$ cat src/rtl/seg_pkg.sv
package seg_pkg;
  localparam int NUM_SEG = 6;
  localparam int SEG_W   = 3;
  localparam int AW      = 32;
  localparam int SEL_W   = 16;
  localparam int LIM_W   = 20;

  typedef struct packed {
    logic [SEL_W-1:0] sel;
    logic [AW-1:0]    base;
    logic [LIM_W-1:0] limit;
    logic             wr;
    logic             sup;
    logic             gran;
  } seg_ent_t;

  typedef enum logic [1:0] {
    FLT_NONE  = 2'd0,
    FLT_LIMIT = 2'd1,
    FLT_PRIV  = 2'd2,
    FLT_RO    = 2'd3
  } flt_e;

  function automatic seg_ent_t flat_ent();
    seg_ent_t e;
    e.sel   = '0;
    e.base  = '0;
    e.limit = '1;
    e.wr    = 1'b1;
    e.sup   = 1'b0;
    e.gran  = 1'b1;
    return e;
  endfunction
endpackage

$ cat src/rtl/seg_fetch.sv
module seg_fetch
  import seg_pkg::*;
#(
  parameter int N_SEG = NUM_SEG,
  parameter int S_W   = SEG_W
) (
  input  logic             clk_i,
  input  logic             rst_ni,
  input  logic [AW-1:0]    gdt_base_i,
  input  logic [AW-1:0]    ldt_base_i,
  input  logic             load_valid_i,
  input  logic [S_W-1:0]   load_seg_i,
  input  logic [SEL_W-1:0] load_sel_i,
  output logic             load_ready_o,
  output logic             busy_o,
  output logic [S_W-1:0]   busy_seg_o,
  output logic             mem_req_o,
  output logic [AW-1:0]    mem_addr_o,
  input  logic             mem_rvalid_i,
  input  logic [AW-1:0]    mem_rdata_i,
  output logic             wr_en_o,
  output logic [S_W-1:0]   wr_seg_o,
  output seg_ent_t         wr_ent_o
);
  localparam int IDX_W = SEL_W - 3;

  typedef enum logic [1:0] {F_IDLE, F_LO, F_HI} fst_e;

  fst_e             st_q;
  logic [AW-1:0]    addr_q;
  logic [AW-1:0]    base_q;
  logic [SEL_W-1:0] sel_q;
  logic [S_W-1:0]   seg_q;
  logic             accept;
  logic [AW-1:0]    tbl_base;
  logic [AW-1:0]    idx_off;

  assign accept   = load_valid_i && (st_q == F_IDLE) && (int'(load_seg_i) < N_SEG);
  assign tbl_base = load_sel_i[2] ? ldt_base_i : gdt_base_i;
  assign idx_off  = {{(AW-IDX_W-3){1'b0}}, load_sel_i[SEL_W-1:3], 3'b000};

  always_ff @(posedge clk_i or negedge rst_ni) begin
    if (!rst_ni) begin
      st_q   <= F_IDLE;
      addr_q <= '0;
      base_q <= '0;
      sel_q  <= '0;
      seg_q  <= '0;
    end else begin
      unique case (st_q)
        F_IDLE: if (accept) begin
          st_q   <= F_LO;
          addr_q <= tbl_base + idx_off;
          sel_q  <= load_sel_i;
          seg_q  <= load_seg_i;
        end
        F_LO: if (mem_rvalid_i) begin
          st_q   <= F_HI;
          base_q <= mem_rdata_i;
          addr_q <= addr_q + AW'(4);
        end
        F_HI: if (mem_rvalid_i) st_q <= F_IDLE;
        default: st_q <= F_IDLE;
      endcase
    end
  end

  assign load_ready_o = (st_q == F_IDLE);
  assign busy_o       = (st_q != F_IDLE);
  assign busy_seg_o   = seg_q;
  assign mem_req_o    = busy_o;
  assign mem_addr_o   = addr_q;

  assign wr_en_o        = (st_q == F_HI) && mem_rvalid_i;
  assign wr_seg_o       = seg_q;
  assign wr_ent_o.sel   = sel_q;
  assign wr_ent_o.base  = base_q;
  assign wr_ent_o.limit = mem_rdata_i[LIM_W-1:0];
  assign wr_ent_o.wr    = mem_rdata_i[20];
  assign wr_ent_o.sup   = mem_rdata_i[21];
  assign wr_ent_o.gran  = mem_rdata_i[22];
endmodule

$ cat src/rtl/seg_regfile.sv
module seg_regfile
  import seg_pkg::*;
#(
  parameter int N_SEG = NUM_SEG,
  parameter int S_W   = SEG_W
) (
  input  logic           clk_i,
  input  logic           rst_ni,
  input  logic           wr_en_i,
  input  logic [S_W-1:0] wr_seg_i,
  input  seg_ent_t       wr_ent_i,
  input  logic [S_W-1:0] rd_seg_i,
  output logic           rd_ok_o,
  output seg_ent_t       rd_ent_o
);
  seg_ent_t ent_q [N_SEG];

  for (genvar g = 0; g < N_SEG; g++) begin : g_seg
    always_ff @(posedge clk_i or negedge rst_ni) begin
      if (!rst_ni)                                 ent_q[g] <= flat_ent();
      else if (wr_en_i && (int'(wr_seg_i) == g))   ent_q[g] <= wr_ent_i;
    end
  end

  always_comb begin
    rd_ok_o  = 1'b0;
    rd_ent_o = flat_ent();
    for (int i = 0; i < N_SEG; i++) begin
      if (int'(rd_seg_i) == i) begin
        rd_ok_o  = 1'b1;
        rd_ent_o = ent_q[i];
      end
    end
  end
endmodule

$ cat src/rtl/seg_check.sv
module seg_check
  import seg_pkg::*;
(
  input  logic          ok_i,
  input  seg_ent_t      ent_i,
  input  logic [AW-1:0] off_i,
  input  logic          write_i,
  input  logic          user_i,
  output logic [1:0]    code_o,
  output logic [AW-1:0] lin_o
);
  logic [AW-1:0] eff_lim;
  logic          user_eff;

  assign eff_lim  = ent_i.gran ? {ent_i.limit, 12'hFFF}
                               : {{(AW-LIM_W){1'b0}}, ent_i.limit};
  assign user_eff = user_i || (ent_i.sel[1:0] != 2'b00);

  always_comb begin
    if (!ok_i || (off_i > eff_lim)) code_o = FLT_LIMIT;
    else if (ent_i.sup && user_eff) code_o = FLT_PRIV;
    else if (write_i && !ent_i.wr)  code_o = FLT_RO;
    else                            code_o = FLT_NONE;
  end

  assign lin_o = (code_o == FLT_NONE) ? ent_i.base + off_i : '0;
endmodule

$ cat src/rtl/seg_xlate.sv
module seg_xlate
  import seg_pkg::*;
#(
  parameter int N_SEG = NUM_SEG,
  parameter int S_W   = SEG_W
) (
  input  logic             clk_i,
  input  logic             rst_ni,
  input  logic [AW-1:0]    gdt_base_i,
  input  logic [AW-1:0]    ldt_base_i,
  input  logic             load_valid_i,
  input  logic [S_W-1:0]   load_seg_i,
  input  logic [SEL_W-1:0] load_sel_i,
  output logic             load_ready_o,
  output logic             mem_req_o,
  output logic [AW-1:0]    mem_addr_o,
  input  logic             mem_rvalid_i,
  input  logic [AW-1:0]    mem_rdata_i,
  input  logic             xl_valid_i,
  input  logic [S_W-1:0]   xl_seg_i,
  input  logic [AW-1:0]    xl_off_i,
  input  logic             xl_write_i,
  input  logic             xl_user_i,
  output logic             xl_ready_o,
  output logic             xl_done_o,
  output logic             xl_fault_o,
  output logic [1:0]       xl_code_o,
  output logic [AW-1:0]    xl_lin_o
);
  logic           busy;
  logic [S_W-1:0] busy_seg;
  logic           wr_en;
  logic [S_W-1:0] wr_seg;
  seg_ent_t       wr_ent;
  logic           rd_ok;
  seg_ent_t       rd_ent;
  logic [1:0]     code;
  logic [AW-1:0]  lin;
  logic           xl_acc;

  seg_fetch #(.N_SEG(N_SEG), .S_W(S_W)) u_fetch (
    .clk_i, .rst_ni, .gdt_base_i, .ldt_base_i,
    .load_valid_i, .load_seg_i, .load_sel_i, .load_ready_o,
    .busy_o(busy), .busy_seg_o(busy_seg),
    .mem_req_o, .mem_addr_o, .mem_rvalid_i, .mem_rdata_i,
    .wr_en_o(wr_en), .wr_seg_o(wr_seg), .wr_ent_o(wr_ent)
  );

  seg_regfile #(.N_SEG(N_SEG), .S_W(S_W)) u_regs (
    .clk_i, .rst_ni,
    .wr_en_i(wr_en), .wr_seg_i(wr_seg), .wr_ent_i(wr_ent),
    .rd_seg_i(xl_seg_i), .rd_ok_o(rd_ok), .rd_ent_o(rd_ent)
  );

  seg_check u_check (
    .ok_i(rd_ok), .ent_i(rd_ent), .off_i(xl_off_i),
    .write_i(xl_write_i), .user_i(xl_user_i),
    .code_o(code), .lin_o(lin)
  );

  // stall only the register whose descriptor is in flight
  assign xl_ready_o = !(busy && (xl_seg_i == busy_seg));
  assign xl_acc     = xl_valid_i && xl_ready_o;

  always_ff @(posedge clk_i or negedge rst_ni) begin
    if (!rst_ni) begin
      xl_done_o  <= 1'b0;
      xl_fault_o <= 1'b0;
      xl_code_o  <= '0;
      xl_lin_o   <= '0;
    end else begin
      xl_done_o <= xl_acc;
      if (xl_acc) begin
        xl_fault_o <= (code != FLT_NONE);
        xl_code_o  <= code;
        xl_lin_o   <= lin;
      end
    end
  end
endmodule

$ cat config.mk
export PLATFORM = sky130hd
export DESIGN_NAME = seg_xlate
export DESIGN_NICKNAME = d
export VERILOG_FILES = /design/src/rtl/seg_pkg.sv /design/src/rtl/seg_fetch.sv /design/src/rtl/seg_regfile.sv /design/src/rtl/seg_check.sv /design/src/rtl/seg_xlate.sv
export SDC_FILE = /design/constraint.sdc
export NUM_CORES = 1
export LEC_CHECK = 0
export ABC_AREA = 1
export BUFFER_PORTS_ARGS = -buffer_cell sky130_fd_sc_hd__buf_4
export CELL_PAD_IN_SITES_DETAIL_PLACEMENT = 1
export CELL_PAD_IN_SITES_GLOBAL_PLACEMENT = 1
export CORE_MARGIN = 4
export CORE_UTILIZATION = 35
export DETAILED_ROUTE_END_ITERATION = 7
export GPL_TIMING_DRIVEN = 0
export PLACE_DENSITY = 0.67
export SETUP_SLACK_MARGIN = 0.05
export SLEW_MARGIN = 20
export SYNTH_ARGS = -nofsm -noshare
export SYNTH_HDL_FRONTEND = slang
export SYNTH_HIERARCHICAL = 1
export SYNTH_SLANG_ARGS = --single-unit
$ cat constraint.sdc
create_clock -name clk_i -period 6.5 [get_ports clk_i]
set_clock_uncertainty 0.15 [all_clocks]
set_input_delay 1.625 -clock clk_i [delete_from_list [all_inputs] [get_ports clk_i]]
set_output_delay 1.625 -clock clk_i [all_outputs]
set_load 0.02 [all_outputs]
==> run_results.csv, run 1 <==
group,metric,value,unit
worst_setup_path,required,6920,ps
sta,max-slew-margin-rel,38.5,%
floorplanning,rows,99,
sta,setup_tns,0,ps
sta,setup_ws,1260,ps
sta,finalCriticalPeriod,5240,ps
final_layout,final_cell_mix,"nand2_1, o21ai_0, nor2_1, dfrtp_1, inv_1",
clocking,holdBufCountCts,0,
final_layout,nets,4060,
grt,grt_max_degree,94,
floorplanning,die_w,280,µm
grt,grtUsageMet1,33.2,%
detailed_routing,ant_nets,0,
placed_design,dp_hpwl,75.3,mm
sta,period_share,80.6,%
clocking,clock-sinks,449,
grt,met2_usage,42.0,%
clocking,cts_tree,"done",
clocking,postCtsSetupBuffers,0,
placed_design,place_area,0.0289,mm²
detailed_routing,firstDrtPassIters,6,
grt,grt_pass1_vias,24859,
grt,grt-ovfl-total,0,
grt,antenna_found_initial,1,
worst_setup_path,timing.critical_path.to_type,"flip-flop",
worst_setup_path,path_class,"in2reg",
run_status,status,"finished clean",
clocking,ctsResizeCount,0,
final_layout,regArea,0.0114,mm²
pwr,ir_worst_vdd,0.229,mV
detailed_routing,wl_per_cell,20.4,µm
worst_setup_path,crit_fanout,10,
floorplanning,initial_core_util,35.4,%
grt,grt_use_met3,4.28,%
worst_setup_path,cpMostUsedCell,"nor2_1",
final_layout,fin_cells,4828,
worst_setup_path,path_cells,"buf_4, inv_1, nor2_1, nand2_1, clkbuf_1, or2_2, nand3_1, nor2_1, nand2_1, ha_1, a21oi_1, nor2_1, nor2_1, nand3_1, a21oi_1, nand2_1, nand2_2, nand3_4, buf_6, nor2_1, nand3_1, nand2_1",
detailed_routing,drt_iter0_drc,1519,
detailed_routing,via_per_inst,5.03,
detailed_routing,num_vias,24269,
floorplanning,die_area,0.0782,mm²
worst_setup_path,cp-start-kind,"input pin",
placed_design,place_ws,673,ps
placed_design,port_buffers,225,
grt,top_usage_layer,"met2",
sta,max_freq,0.191,GHz
pwr,leakagePower,15.1,nW
clocking,numCtsBuffers,52,
placed_design,gp_congestion,0.916,
placed_design,dp.cells,4729,
detailed_routing,drt-total-wl,98.5,mm
synthesis,synth_area,0.0258,mm²
floorplanning,die_y,280,µm
floorplanning,core,0.0731,mm²
pwr,p_total,12.5,mW
final_layout,area_growth,18.5,%
detailed_routing,drcViolationCount,0,
final_layout,n_fill_cell,9185,
hold_path,hold_class,"reg2reg",
sta,hold_viol,0,
clocking,clk_transition_reported_paths,60,ps
floorplanning,ios,228,
final_layout,mostFrequentLayoutCell,"nand2_1",
clocking,cts_buffer_depth,3,
clocking,h-tree-depth,2,
sta,rsz0062_at_grt,"no",
pwr,power_density,407,mW/mm²
synthesis,synthCells,3540,
run,drv_cap,0,
worst_setup_path,slowest_delay,630,ps
sta,slew_viol_final,0,
worst_setup_path,arrival,5660,ps
sta,tightest_slew,922,ps
final_layout,drive_gt1_share,17.1,%
sta,finalSetupViolCount,0,
synthesis,syn_nets,3776,
final_layout,final_area,0.0306,mm²
clocking,clk_latency,630,ps
synthesis,ys_warn_count,6,
worst_setup_path,crit_slowest_cell,"clkbuf_1",
clocking,cts_root_buffer,"clkbuf_16",
grt,grt_pass1_wl,150,mm
grt,grt_usage,25.0,%
synthesis,avgSynthCellArea,7.30,µm²
final_layout,multi_input_area,0.0123,mm²
[registers in the layout, summed over array words and instances, names as in the netlist]
signal,flops
u_fetch/st_q,2
u_fetch/sel_q,2
xl_done_o,1
xl_lin_o,32
u_regs/ent_q,342
u_fetch/base_q,32
u_fetch/mem_addr_o,32
xl_code_o,2
u_fetch/busy_seg_o,3
xl_fault_o,1
[layer usage]
| metal | routed length [µm] | share of wire (%) |
|---|---|---|
| met1 | 44000 | 45 |
| met2 | 46300 | 47 |
| met3 | 5100 | 5.2 |
| met4 | 3120 | 3.2 |
| met5 | 0 | 0 |
[per-stage QoR]
| stage | utilization (%) | hold slack [ps] |
|---|---|---|
| 4_1_cts | 41.9 | 323 |
| 2_1_floorplan | - | 292 |
| 6_report | 41.9 | 321 |
| 5_1_grt | 41.9 | 340 |
| 3_5_place_dp | 39.5 | 308 |
| 3_3_place_gp | 39.3 | 303 |
[path summary, 6_finish.rpt]
kind,endpoint,cells past startpoint,slack [ps],startpoint
setup / recovery,xl_lin_o[30],22,1260,xl_seg_i[1]
hold / removal,xl_lin_o[2],2,320,xl_lin_o[2]
setup reg to reg,xl_lin_o[30],23,2780,u_regs/ent_q[355]
hold reg to reg,xl_lin_o[2],2,320,xl_lin_o[2]
max in group asynchronous,u_regs/ent_q[291],4,3930,rst_ni
min in group asynchronous,xl_done_o,1,680,rst_ni
[where the power goes]
part           internal [mW]  switching, mW  total (mW)
combinational           1.60           2.93        4.53
clock                   1.72           1.26        2.98
sequential              4.18          0.783        4.96
[layout make-up]
cell class / count / area share (%)
inverters: 292 / 3.60
clock buffers: 77 / 4.98
multi-input cells: 2596 / 40.1
flip-flops and latches: 449 / 37.2
well taps: 959 / 3.92
diodes: 2 / 0.0163
plain buffers: 203 / 3.46
repair buffers: 230 / 5.99
clock inverters: 20 / 0.715
[worst max-delay path, delay by kind of cell]
kind	cells	cell delay, ps
simple gates	15	2300
buf+inv	4	1050
compound gates	2	320
fa+ha+maj	1	330
Power figures use the tool's default switching activity.
==> inputs of run 2 (changes only) <==
--- a/config.mk
+++ b/config.mk
@@ -5,7 +5,7 @@
 export SDC_FILE = /design/constraint.sdc
 export NUM_CORES = 1
 export LEC_CHECK = 0
-export ABC_AREA = 1
+export ABC_AREA = 0
 export BUFFER_PORTS_ARGS = -buffer_cell sky130_fd_sc_hd__buf_4
 export CELL_PAD_IN_SITES_DETAIL_PLACEMENT = 1
 export CELL_PAD_IN_SITES_GLOBAL_PLACEMENT = 1
@@ -13,7 +13,7 @@
 export CORE_UTILIZATION = 35
 export DETAILED_ROUTE_END_ITERATION = 7
 export GPL_TIMING_DRIVEN = 0
-export PLACE_DENSITY = 0.67
+export PLACE_DENSITY = 0.65
 export SETUP_SLACK_MARGIN = 0.05
 export SLEW_MARGIN = 20
 export SYNTH_ARGS = -nofsm -noshare
==> constraint.sdc (replaced) <==
create_clock -name clk_i -period 4.4 [get_ports clk_i]
set_clock_uncertainty 0.15 [all_clocks]
set_input_delay 1.1 -clock clk_i [delete_from_list [all_inputs] [get_ports clk_i]]
set_output_delay 1.1 -clock clk_i [all_outputs]
set_load 0.02 [all_outputs]
==> run_results.csv, run 2 <==
group,metric,value,unit
placed_design,place_ws,-2070,ps
grt,grt_pass1_wl,125,mm
detailed_routing,drt_iter0_drc,836,
detailed_routing,wl_per_cell,23.4,µm
worst_setup_path,path_cells,"buf_6, nor2b_4, buf_8, nand2_1, o2bb2ai_4, buf_8, clkbuf_16, buf_6, mux2i_2, ha_1, nand4_1, nor4_4, buf_4, o41ai_4, a21oi_2, buf_6, inv_2, a32oi_1, or3b_4, mux2_4",
sta,max_freq,0.221,GHz
final_layout,final_cell_mix,"mux2_2, dfrtp_1, buf_4, nand2_1, mux2i_1",
detailed_routing,drcViolationCount,0,
final_layout,mostFrequentLayoutCell,"mux2_2",
placed_design,dp.cells,3369,
clocking,cts_root_buffer,"clkbuf_16",
hold_path,hold_class,"in2async",
detailed_routing,drt-total-wl,82.0,mm
final_layout,nets,2743,
run,drv_cap,0,
worst_setup_path,arrival,4870,ps
floorplanning,die_area,0.0764,mm²
sta,period_share,103,%
worst_setup_path,timing.critical_path.to_type,"flip-flop",
grt,grt_pass1_vias,20436,
worst_setup_path,setup.worst_path.start,"xl_seg_i[1]",
clocking,clk_transition_reported_paths,70,ps
clocking,cts_buffer_depth,3,
worst_setup_path,reg2reg_from,"u_regs/ent_q[355]",
sta,finalSetupViolCount,2,
floorplanning,die_y,276,µm
clocking,clk_latency,610,ps
worst_setup_path,slowest_delay,400,ps
floorplanning,core,0.0715,mm²
pwr,power_density,590,mW/mm²
detailed_routing,firstDrtPassIters,5,
worst_setup_path,cp-start-kind,"input pin",
pwr,ir_worst_vdd,0.281,mV
synthesis,syn_nets,2419,
worst_setup_path,crit_end,"xl_lin_o[30]",
floorplanning,ios,228,
worst_setup_path,cpMostUsedCell,"buf_6",
worst_setup_path,crit_family,"simple AND/OR/NAND/NOR gates",
final_layout,fin_cells,3500,
placed_design,port_buffers,226,
worst_setup_path,required,4750,ps
floorplanning,die_w,276,µm
grt,grt_usage,20.7,%
sta,finalCriticalPeriod,4520,ps
worst_setup_path,r2r_cells,18,
worst_setup_path,cp_num_buf_inv,8,
detailed_routing,ant_nets,0,
final_layout,regMostFlops,"u_regs/ent_q",
clocking,holdBufCountCts,0,
final_layout,drive_gt1_share,44.4,%
pwr,swShare,35.0,%
synthesis,synth_area,0.0252,mm²
final_layout,final_area,0.0312,mm²
sta,hold_slack,211,ps
pwr,leakagePower,14.3,nW
worst_setup_path,path_class,"in2reg",
grt,grt_max_degree,100,
clocking,clock-sinks,449,
sta,hold_viol,0,
pwr,intPower,11.9,mW
grt,grt-ovfl-total,0,
detailed_routing,num_vias,18794,
final_layout,area_growth,23.6,%
final_layout,largest_reg_flops,342,
sta,setup_ws,-120,ps
sta,max-slew-margin-rel,24.5,%
sta,slew_viol_final,0,
pwr,seqPwrFrac,41.0,%
pwr,clockPowerShare,23.0,%
detailed_routing,via_per_inst,5.37,
placed_design,dp_hpwl,60.9,mm
placed_design,place_area,0.0284,mm²
synthesis,avgSynthCellArea,11.5,µm²
sta,tightest_slew,1120,ps
run_status,status,"complete, but fails checks",
worst_setup_path,timing.rr.end,"xl_lin_o[30]",
floorplanning,rows,98,
pwr,p_sw,6.44,mW
pwr,p_comb_share,36.0,%
clocking,cts_tree,"done",
sta,rsz0062_at_grt,"yes",
worst_setup_path,crit_slowest_cell,"or3b_4",
worst_setup_path,crit_fanout,10,
worst_setup_path,crit_cells,20,
worst_setup_path,r2r_slack,360,ps
floorplanning,initial_core_util,35.3,%
run_status,violations,"setup timing",
clocking,h-tree-depth,2,
grt,antenna_found_initial,2,
synthesis,ys_warn_count,6,
clocking,numCtsBuffers,51,
synthesis,synthCells,2183,
placed_design,gp_congestion,0.877,
run 2: worst min path at each step:
stage / startpoint / endpoint / depth (start not counted)
floorplan: u_regs/ent_q[112] / u_regs/ent_q[112] / 1
global placement: u_regs/ent_q[112] / u_regs/ent_q[112] / 1
detailed placement: u_fetch/mem_addr_o[0] / u_fetch/mem_addr_o[0] / 2
CTS: rst_ni / xl_lin_o[7] / 1
global route: rst_ni / xl_lin_o[6] / 1
finish: rst_ni / xl_lin_o[7] / 1
run 2: what timing repair did:
| item | 4_1_cts | 5_1_grt |
|---|---|---|
| setup endpoints to repair | 35 | 40 |
| gates resized for setup | 115 | 69 |
| setup buffers | 25 | 12 |
| pin swaps | 27 | 20 |
run 2: per-stage QoR:
stage | TNS, ps | utilization, % | power (mW)
final | -135 | 43.6 | 18.4
after global routing | -406 | 43.6 | 19.5
after CTS | -179 | 43.1 | 18.4
after detailed placement | -69240 | 39.7 | 13.8
after global placement | -916620 | 39.5 | 13.3
after floorplan | -166 | - | 11.4
run 2: power groups by stage:
| stage | combinational [mW] | sequential (mW) | clock [mW] |
|---|---|---|---|
| global route | 7.18 | 7.77 | 4.54 |
| floorplan | 4.03 | 7.37 | 0 |
| global placement | 5.96 | 7.39 | 0 |
| detailed placement | 6.21 | 7.56 | 0 |
| finish | 6.61 | 7.53 | 4.23 |
| CTS | 6.52 | 7.51 | 4.38 |
run 2: metal layers:
metal  up-vias  share of wire [%]  track usage (%)
met5         -              0.016                0
met4         2                2.0             5.19
met3        98                3.6             3.26
met2       328                 49             35.9
met1      9743                 45             27.3
li1       8623                  -                -
run 2: cell type report:
| class | count | area [µm²] |
|---|---|---|
| well taps | 950 | 1190 |
| flip-flops and latches | 449 | 11400 |
| repair buffers | 273 | 2220 |
| diodes | 1 | 2.50 |
| fillers | 7618 | 40300 |
| multi-input cells | 1537 | 13300 |
| clock buffers | 83 | 1560 |
| inverters | 18 | 67.6 |
| plain buffers | 177 | 1290 |
| clock inverters | 12 | 103 |
